===== src/rtl/gpio_irq_pkg.sv =====
package gpio_irq_pkg;
    localparam int ADDR_W = 3;

    typedef enum logic [ADDR_W-1:0] {
        ADDR_DIR    = 3'd0,
        ADDR_POL    = 3'd1,
        ADDR_DIN    = 3'd2,
        ADDR_LMASK  = 3'd3,
        ADDR_EMASK  = 3'd4,
        ADDR_ECAUSE = 3'd5,
        ADDR_RSV6   = 3'd6,
        ADDR_RSV7   = 3'd7
    } reg_addr_e;
endpackage


===== src/rtl/gpio_in_sync.sv =====
module gpio_in_sync #(
    parameter int WIDTH = 32
) (
    input  logic             clk,
    input  logic             rst_n,
    input  logic [WIDTH-1:0] raw_i,
    output logic [WIDTH-1:0] sync_o
);
    logic [WIDTH-1:0] meta_q;
    logic [WIDTH-1:0] sync_q;
    logic [1:0]       warm_q;

    always_ff @(posedge clk or negedge rst_n) begin
        if (!rst_n) begin
            meta_q <= '0;
            sync_q <= '0;
            warm_q <= 2'd0;
        end else begin
            meta_q <= raw_i;
            sync_q <= meta_q;
            if (warm_q != 2'd2) warm_q <= warm_q + 2'd1;
        end
    end

    assign sync_o = sync_q;

    // two-edge latency from pin to synchronised value
    assert_sync_latency_R2: assert property (@(posedge clk) disable iff (!rst_n)
        (warm_q == 2'd2) |-> (sync_q == $past(raw_i, 2)));
endmodule


===== src/rtl/gpio_edge_cause.sv =====
module gpio_edge_cause #(
    parameter int WIDTH = 32
) (
    input  logic             clk,
    input  logic             rst_n,
    input  logic [WIDTH-1:0] din_i,
    input  logic             clr_en_i,
    input  logic [WIDTH-1:0] keep_i,
    output logic [WIDTH-1:0] cause_o
);
    logic [WIDTH-1:0] prev_q;
    logic [WIDTH-1:0] cause_q;
    logic [WIDTH-1:0] rise;
    logic [WIDTH-1:0] held;

    assign rise = din_i & ~prev_q;
    assign held = clr_en_i ? (cause_q & keep_i) : cause_q;

    always_ff @(posedge clk or negedge rst_n) begin
        if (!rst_n) begin
            prev_q  <= '0;
            cause_q <= '0;
        end else begin
            prev_q  <= din_i;
            cause_q <= held | rise;
        end
    end

    assign cause_o = cause_q;

    // a rising data-in bit is always captured, even under a clear
    assert_set_wins_R7: assert property (@(posedge clk) disable iff (!rst_n)
        (|rise) |=> ((cause_q & $past(rise)) == $past(rise)));

    // newly set cause bits only come from a data-in rise
    assert_new_bits_from_rise_R4: assert property (@(posedge clk) disable iff (!rst_n)
        1'b1 |=> ((cause_q & ~$past(cause_q) & ~$past(rise)) == '0));

    // bits written 0 are gone unless a rise occurred
    assert_clear_R6: assert property (@(posedge clk) disable iff (!rst_n)
        clr_en_i |=> ((cause_q & ~$past(keep_i) & ~$past(rise)) == '0));
endmodule


===== src/rtl/gpio_group_or.sv =====
module gpio_group_or #(
    parameter int WIDTH      = 32,
    parameter int GROUP_SIZE = 8
) (
    input  logic [WIDTH-1:0]            cause_i,
    output logic [WIDTH/GROUP_SIZE-1:0] grp_o
);
    localparam int NUM_GROUPS = WIDTH / GROUP_SIZE;

    for (genvar g = 0; g < NUM_GROUPS; g++) begin : g_grp
        assign grp_o[g] = |cause_i[g*GROUP_SIZE +: GROUP_SIZE];
    end
endmodule


===== src/rtl/gpio_irq_agg.sv =====
module gpio_irq_agg
    import gpio_irq_pkg::*;
#(
    parameter int NUM_PINS   = 32,
    parameter int GROUP_SIZE = 8
) (
    input  logic                           clk,
    input  logic                           rst_n,
    input  logic [NUM_PINS-1:0]            gpio_pin_i,
    input  logic                           reg_wr_i,
    input  logic [ADDR_W-1:0]              reg_addr_i,
    input  logic [NUM_PINS-1:0]            reg_wdata_i,
    output logic [NUM_PINS-1:0]            reg_rdata_o,
    output logic [NUM_PINS/GROUP_SIZE-1:0] irq_grp_o
);
    localparam int NUM_GROUPS = NUM_PINS / GROUP_SIZE;

    logic [NUM_PINS-1:0] dir_q, pol_q, lmask_q, emask_q;
    logic [NUM_PINS-1:0] sync_pins, data_in, ecause, combined;
    reg_addr_e           addr;

    assign addr = reg_addr_e'(reg_addr_i);

    gpio_in_sync #(.WIDTH(NUM_PINS)) u_sync (
        .clk    (clk),
        .rst_n  (rst_n),
        .raw_i  (gpio_pin_i),
        .sync_o (sync_pins)
    );

    assign data_in = sync_pins ^ pol_q;

    always_ff @(posedge clk or negedge rst_n) begin
        if (!rst_n) begin
            dir_q   <= '1;
            pol_q   <= '0;
            lmask_q <= '0;
            emask_q <= '0;
        end else if (reg_wr_i) begin
            unique case (addr)
                ADDR_DIR:   dir_q   <= reg_wdata_i;
                ADDR_POL:   pol_q   <= reg_wdata_i;
                ADDR_LMASK: lmask_q <= reg_wdata_i;
                ADDR_EMASK: emask_q <= reg_wdata_i;
                default:    ;
            endcase
        end
    end

    gpio_edge_cause #(.WIDTH(NUM_PINS)) u_edge (
        .clk      (clk),
        .rst_n    (rst_n),
        .din_i    (data_in),
        .clr_en_i (reg_wr_i && (addr == ADDR_ECAUSE)),
        .keep_i   (reg_wdata_i),
        .cause_o  (ecause)
    );

    assign combined = ((data_in & lmask_q) | (ecause & emask_q)) & dir_q;

    gpio_group_or #(.WIDTH(NUM_PINS), .GROUP_SIZE(GROUP_SIZE)) u_grp (
        .cause_i (combined),
        .grp_o   (irq_grp_o)
    );

    always_comb begin
        unique case (addr)
            ADDR_DIR:    reg_rdata_o = dir_q;
            ADDR_POL:    reg_rdata_o = pol_q;
            ADDR_DIN:    reg_rdata_o = data_in;
            ADDR_LMASK:  reg_rdata_o = lmask_q;
            ADDR_EMASK:  reg_rdata_o = emask_q;
            ADDR_ECAUSE: reg_rdata_o = ecause;
            default:     reg_rdata_o = '0;
        endcase
    end

    // an all-output direction register silences every group
    assert_dir_gate_R9: assert property (@(posedge clk) disable iff (!rst_n)
        (dir_q == '0) |-> (irq_grp_o == '0));

    // with both masks clear no group can be active
    assert_masks_off_R5: assert property (@(posedge clk) disable iff (!rst_n)
        ((lmask_q == '0) && (emask_q == '0)) |-> (irq_grp_o == '0));

    // a polarity write lands on the next cycle
    assert_pol_write_R8: assert property (@(posedge clk) disable iff (!rst_n)
        (reg_wr_i && (addr == ADDR_POL)) |=> (pol_q == $past(reg_wdata_i)));

    // the number of groups matches the output width
    initial assert_group_count_R10: assert (NUM_GROUPS * GROUP_SIZE == NUM_PINS);
endmodule


===== config.mk =====
export PLATFORM = sky130hd
export DESIGN_NAME = gpio_irq_agg
export DESIGN_NICKNAME = d
export VERILOG_FILES = /design/src/rtl/gpio_irq_pkg.sv /design/src/rtl/gpio_in_sync.sv /design/src/rtl/gpio_edge_cause.sv /design/src/rtl/gpio_group_or.sv /design/src/rtl/gpio_irq_agg.sv
export SDC_FILE = /design/constraint.sdc
export NUM_CORES = 1
export LEC_CHECK = 0
export ABC_CLOCK_PERIOD_IN_PS = 1800
export BUFFER_PORTS_ARGS = -buffer_cell sky130_fd_sc_hd__clkbuf_2
export CAP_MARGIN = 10
export CORE_MARGIN = 4
export CORE_UTILIZATION = 30
export DETAILED_ROUTE_END_ITERATION = 8
export GPL_ROUTABILITY_DRIVEN = 0
export PLACE_DENSITY = 0.52
export SYNTH_ARGS = -nofsm -noshare
export SYNTH_HDL_FRONTEND = slang
export SYNTH_SLANG_ARGS = --single-unit

===== constraint.sdc =====
create_clock -name clk -period 1.8 [get_ports clk]
set_clock_uncertainty 0.2 [all_clocks]
set_input_delay 0.09 -clock clk [delete_from_list [all_inputs] [get_ports clk]]
set_output_delay 0.09 -clock clk [all_outputs]
set_load 0.05 [all_outputs]

After elaboration in Yosys (flattened, before gate mapping)
Cells that the tools add are included.

cells by class
  eq/ne operators = 5
  mux-type cells = 2
  bitwise operators = 9
  reductions and logical operators = 10

operators by type and width
  operator                                                         number
  32-bit case mux with 6 select lines                              1
  32-bit bitwise AND                                               5
  32-bit OR                                                        2
  32-bit two-way mux                                               1
  32-bit inverter                                                  1
  8-bit OR reduction                                               4
  32-bit bitwise XOR                                               1
  2-bit AND reduction                                              4
  3-bit by 2-bit == test with 1-bit output, second input constant  2
  3-bit == test, second input constant                             2
  3-bit by 1-bit == test with 1-bit output, second input constant  1
  3-bit zero test                                                  1
  1-bit logical AND                                                1

word-level totals
  output and inout bits = 36
  flip-flop bits (word level) = 256
  bits of input ports = 70
  word-level logic and storage cells = 34

Depth between registers and ports, before layout
  depth in word-level cells = 5
  gate-level depth with buffers = 6
  gate-level depth less buffers = 4

By module
Synthesis repeated with hierarchy kept, for this count alone.

second synthesis, totals
  cells, all modules = 809
  area, all modules = 11230.8 um^2

by module, submodules not included
  module           seq. area each (um^2)  times used  area each (um^2)  cells each
  gpio_irq_agg     3243.1                 1           7347.0            570
  gpio_edge_cause  1601.5                 1           2217.1            163
  gpio_in_sync     1601.5                 1           1601.5            64
  gpio_group_or    0.0                    1           65.1              12

Worst setup path before layout
OpenSTA, ideal clock, no wires.

  path type = reg2out
  start = register dir_q[4]
  end = output irq_grp_o[0]
  data required time = 1.510 ns
  arrival time = 1.326 ns
  path slack = 0.184 ns
  cell stages (with the launch flop) = 5
  buffers on the path = 0
  cells stage by stage = dfstp_2 and3_1 a31oi_1 nand4_1 or3_1

between the ends
  cells in the longest elaborated chain, start to end = 2

ends and longest elaborated chain
  element                 RTL line             RTL
  start, declared         gpio_irq_agg.sv:18   logic [NUM_PINS-1:0] dir_q, pol_q, lmask_q, emask_q;
  start signal, assigned  gpio_irq_agg.sv:41   ADDR_DIR: dir_q <= reg_wdata_i;
  32-bit bitwise AND      gpio_irq_agg.sv:59   assign combined = ((data_in & lmask_q) | (ecause & emask_q)) & dir_q;
  8-bit OR reduction      gpio_group_or.sv:11  assign grp_o[g] = |cause_i[g*GROUP_SIZE +: GROUP_SIZE];
  end, declared           gpio_irq_agg.sv:14   output logic [NUM_PINS/GROUP_SIZE-1:0] irq_grp_o

Every way passes these cells.

Worst setup path in the final report
  start = register u_edge.cause_q[18] (netlist: u_edge.cause_o[18])
  end = output irq_grp_o[2]

between the ends
  cells in the longest elaborated chain, start to end = 4

ends and longest elaborated chain
  element                 RTL line               RTL
  start, declared         gpio_edge_cause.sv:12  logic [WIDTH-1:0] cause_q;
  start signal, assigned  gpio_edge_cause.sv:25  cause_q <= held | rise;
  32-bit bitwise AND      gpio_irq_agg.sv:59
  32-bit OR               gpio_irq_agg.sv:59
  32-bit bitwise AND      gpio_irq_agg.sv:59
  8-bit OR reduction      gpio_group_or.sv:11

Every way passes these cells.

==> impl_metrics.toml <==
[worst_setup_path]
cp_slowest_cell = "or3_4"
critical_path.top_delay_family = "simple AND/OR/NAND/NOR gates"
worstPathCellList = "and3_4 > a31oi_4 > nand4_1 > or3_4 > clkbuf_16"
reg2reg_slack_ns = 0.50
cp_num_buf_inv = 1
crit_type = "reg -> out"
cp-end-kind = "output pin"
cp.required_ns = 1.51
critPathMaxStageDelay_ns = 0.42
crit_path_start_kind = "flop"
crit_arrival_ns = 2.00
critPathMaxFanout = 3

[synthesis]
syn-instance-count = 769
ys.warnings.count = 0
synthesis.nets = 839
synth.avg_cell_area_um2 = 13.3
yosysSeqAreaShare_pct = 63.0
ys_ff_latch = 256
synth_area_mm2 = 0.0102
yosysUniqueCellTypes = 21

[clock_tree]
cts_buffers = 29
clockBufferDepth = 3
cts-root-buf = "clkbuf_16"
htreeDepth = 1
clk_pin_slew_worst_paths_ns = 0.06
insertion_delay_ns = 0.53
clock-sinks = 256
cts_tree = "built"

[timing]
final.period_utilization_pct = 127
fmax_ghz = 0.438
period_needed_ns = 2.29
setup_violations = 36
final.setup.worst_slack_ns = -0.485
finalHoldViolCount = 0
maxSlewHeadroom_pct = 78.2
finalMaxSlewViolations = 0
tightest_slew_ns = 0.327
rsz0062_at_grt = "true"

[placed_design]
port_buffers = 105
hpwl_um = 17800
place_area_mm2 = 0.0124

[floorplanning]
io_pins = 106
core_mm2 = 0.0336
rows = 67
die_w_um = 193
die_y_um = 193
start_util_pct = 30.4
die_area_mm2 = 0.0371

[detailed_routing]
ant_nets = 0
first_pass_iters = 4
drcViolationCount = 0
wl_per_cell_um = 18.9
drtIter0Drc = 317
routed_wl_um = 29600
vias = 7503
viasPerCell = 4.80

[pwr]
power_density_mw_per_mm2 = 1170
vdd_drop_max_mv = 0.609
leakagePower_uw = 0.00666

[global_route]
grt_max_degree = 55
grt_usage_pct = 16.2
grt_pass1_wl_um = 47200
grt_pass1_vias = 8086
grt_remaining_overflow = 0
antenna_found_initial = 1

[layout]
drive_gt1_share_pct = 36.7
area_growth_syn_to_layout_pct = 49.8
fin_nets = 1162
post-route-cell-area_mm2 = 0.0153
final_util_pct = 45.6

[worst_hold_path]
min_path_type = "in -> reg"

[run_status]
violations = "negative setup slack"
outcome = "complete, but fails checks"

[job]
cap_violations = 0
==> flip-flops by register name, indices dropped and copies added, names as in the netlist <==
signal,flops
dir_q,32
emask_q,32
lmask_q,32
pol_q,32
u_edge.cause_o,32
u_edge.prev_q,32
u_sync.meta_q,32
u_sync.sync_o,32
==> final cells by class <==
class | instances | area, um^2
tap | 448 | 561
sequential | 256 | 6450
inverter | 32 | 120
fill | 3022 | 18300
clock inverter | 4 | 47.5
multi-input combinational | 443 | 4030
timing repair buffer | 330 | 3260
clock buffer | 49 | 851
antenna | 1 | 2.50
==> where the power goes <==
part	switching [uW]	internal, uW	total [uW]
sequential	715	6880	7600
combinational	2210	2480	4680
clock	2290	3330	5610
total	5210	12700	17900
==> final timing paths <==
kind,from,endpoint,cells past startpoint
setup reg to reg,pol_q[26],u_edge.cause_o[26],5
min in group asynchronous,rst_n,dir_q[18],3
setup / recovery,u_edge.cause_o[18],irq_grp_o[2],5
hold reg to reg,u_sync.meta_q[3],u_sync.sync_o[3],0
max in group asynchronous,rst_n,dir_q[9],4
hold / removal,gpio_pin_i[21],u_sync.meta_q[21],2
==> cell families after synthesis <==
family / Yosys count / share of synthesized area [%]
AOI/OAI and AO/OA: 176 / 11.2
xor gates and xnor gates: 32 / 2.74
buffers and inverters: 70 / 3.00
DFF: 256 / 63.0
muxes: 128 / 14.1
and+or+nand+nor: 107 / 5.98
==> per-layer routing <==
| metal | track usage (%) | vias up | share of wire, % |
|---|---|---|---|
| met1 | 22.2 | 3813 | 44 |
| li1 | - | 3471 | - |
| met2 | 27.0 | 175 | 49 |
| met3 | 2.41 | 44 | 4.3 |
| met4 | 4.28 | 0 | 2.2 |
| met5 | 0 | - | 0 |
==> synth_stat cells, drive strengths merged <==
| cell | instances | area (um^2) |
|---|---|---|
| o21ai | 64 | 320 |
| inv | 32 | 120 |
| dfrtp | 224 | 5610 |
| nand4 | 12 | 75.1 |
| and3b | 2 | 17.5 |
| nand2 | 2 | 7.51 |
| a31oi | 16 | 100 |
| buf | 19 | 115 |
| xor2 | 32 | 280 |
| clkbuf | 19 | 71.3 |
| nor3b | 3 | 37.5 |
| nor3 | 1 | 10.0 |
| or3 | 4 | 25.0 |
| and3 | 16 | 100 |
| dfstp | 32 | 841 |
| mux2 | 128 | 1440 |
| and2 | 3 | 18.8 |
| nand3 | 64 | 320 |
| a22oi | 96 | 721 |
==> placed cells by master, fill, tap and decap left out, types with 35 or more instances in the layout <==
cell           synthesis  final
clkbuf_2               0     68
mux2_1               128    128
nand3_1               64     35
buf_12                 0     52
buf_4                  9    112
dfrtp_1              224    224
o21ai_1               64     64
dlygate4sd3_1          0     93
a22oi_1               96     61
a22oi_2                0     35
==> through the flow <==
stage / total power [uW] / hold WS [ns] / setup TNS [ns] / setup slack [ns] / cells
floorplan: 9430 / -0.406 / 0 / 0.184 / 769
global placement: 11200 / -0.192 / 0 / 0.00827 / 1354
detailed placement: 11300 / -0.192 / 0 / 0.000427 / 1354
CTS: 17900 / 0.00535 / -7.70 / -0.492 / 1550
global route: 18800 / 0.00948 / -9.44 / -0.551 / 1563
finish: 17900 / 0.0202 / -6.51 / -0.485 / 1563
==> what timing repair did <==
item                                    CTS  global route
gates resized for setup                  77            32
endpoints found under the setup margin   36            36
buffers inserted                         50            12
pin swaps                                70            23
cloned                                    0             0
hold endpoints to repair                448             0
hold buffers                             94             0
Note: power is estimated with default switching activity, not from simulation.
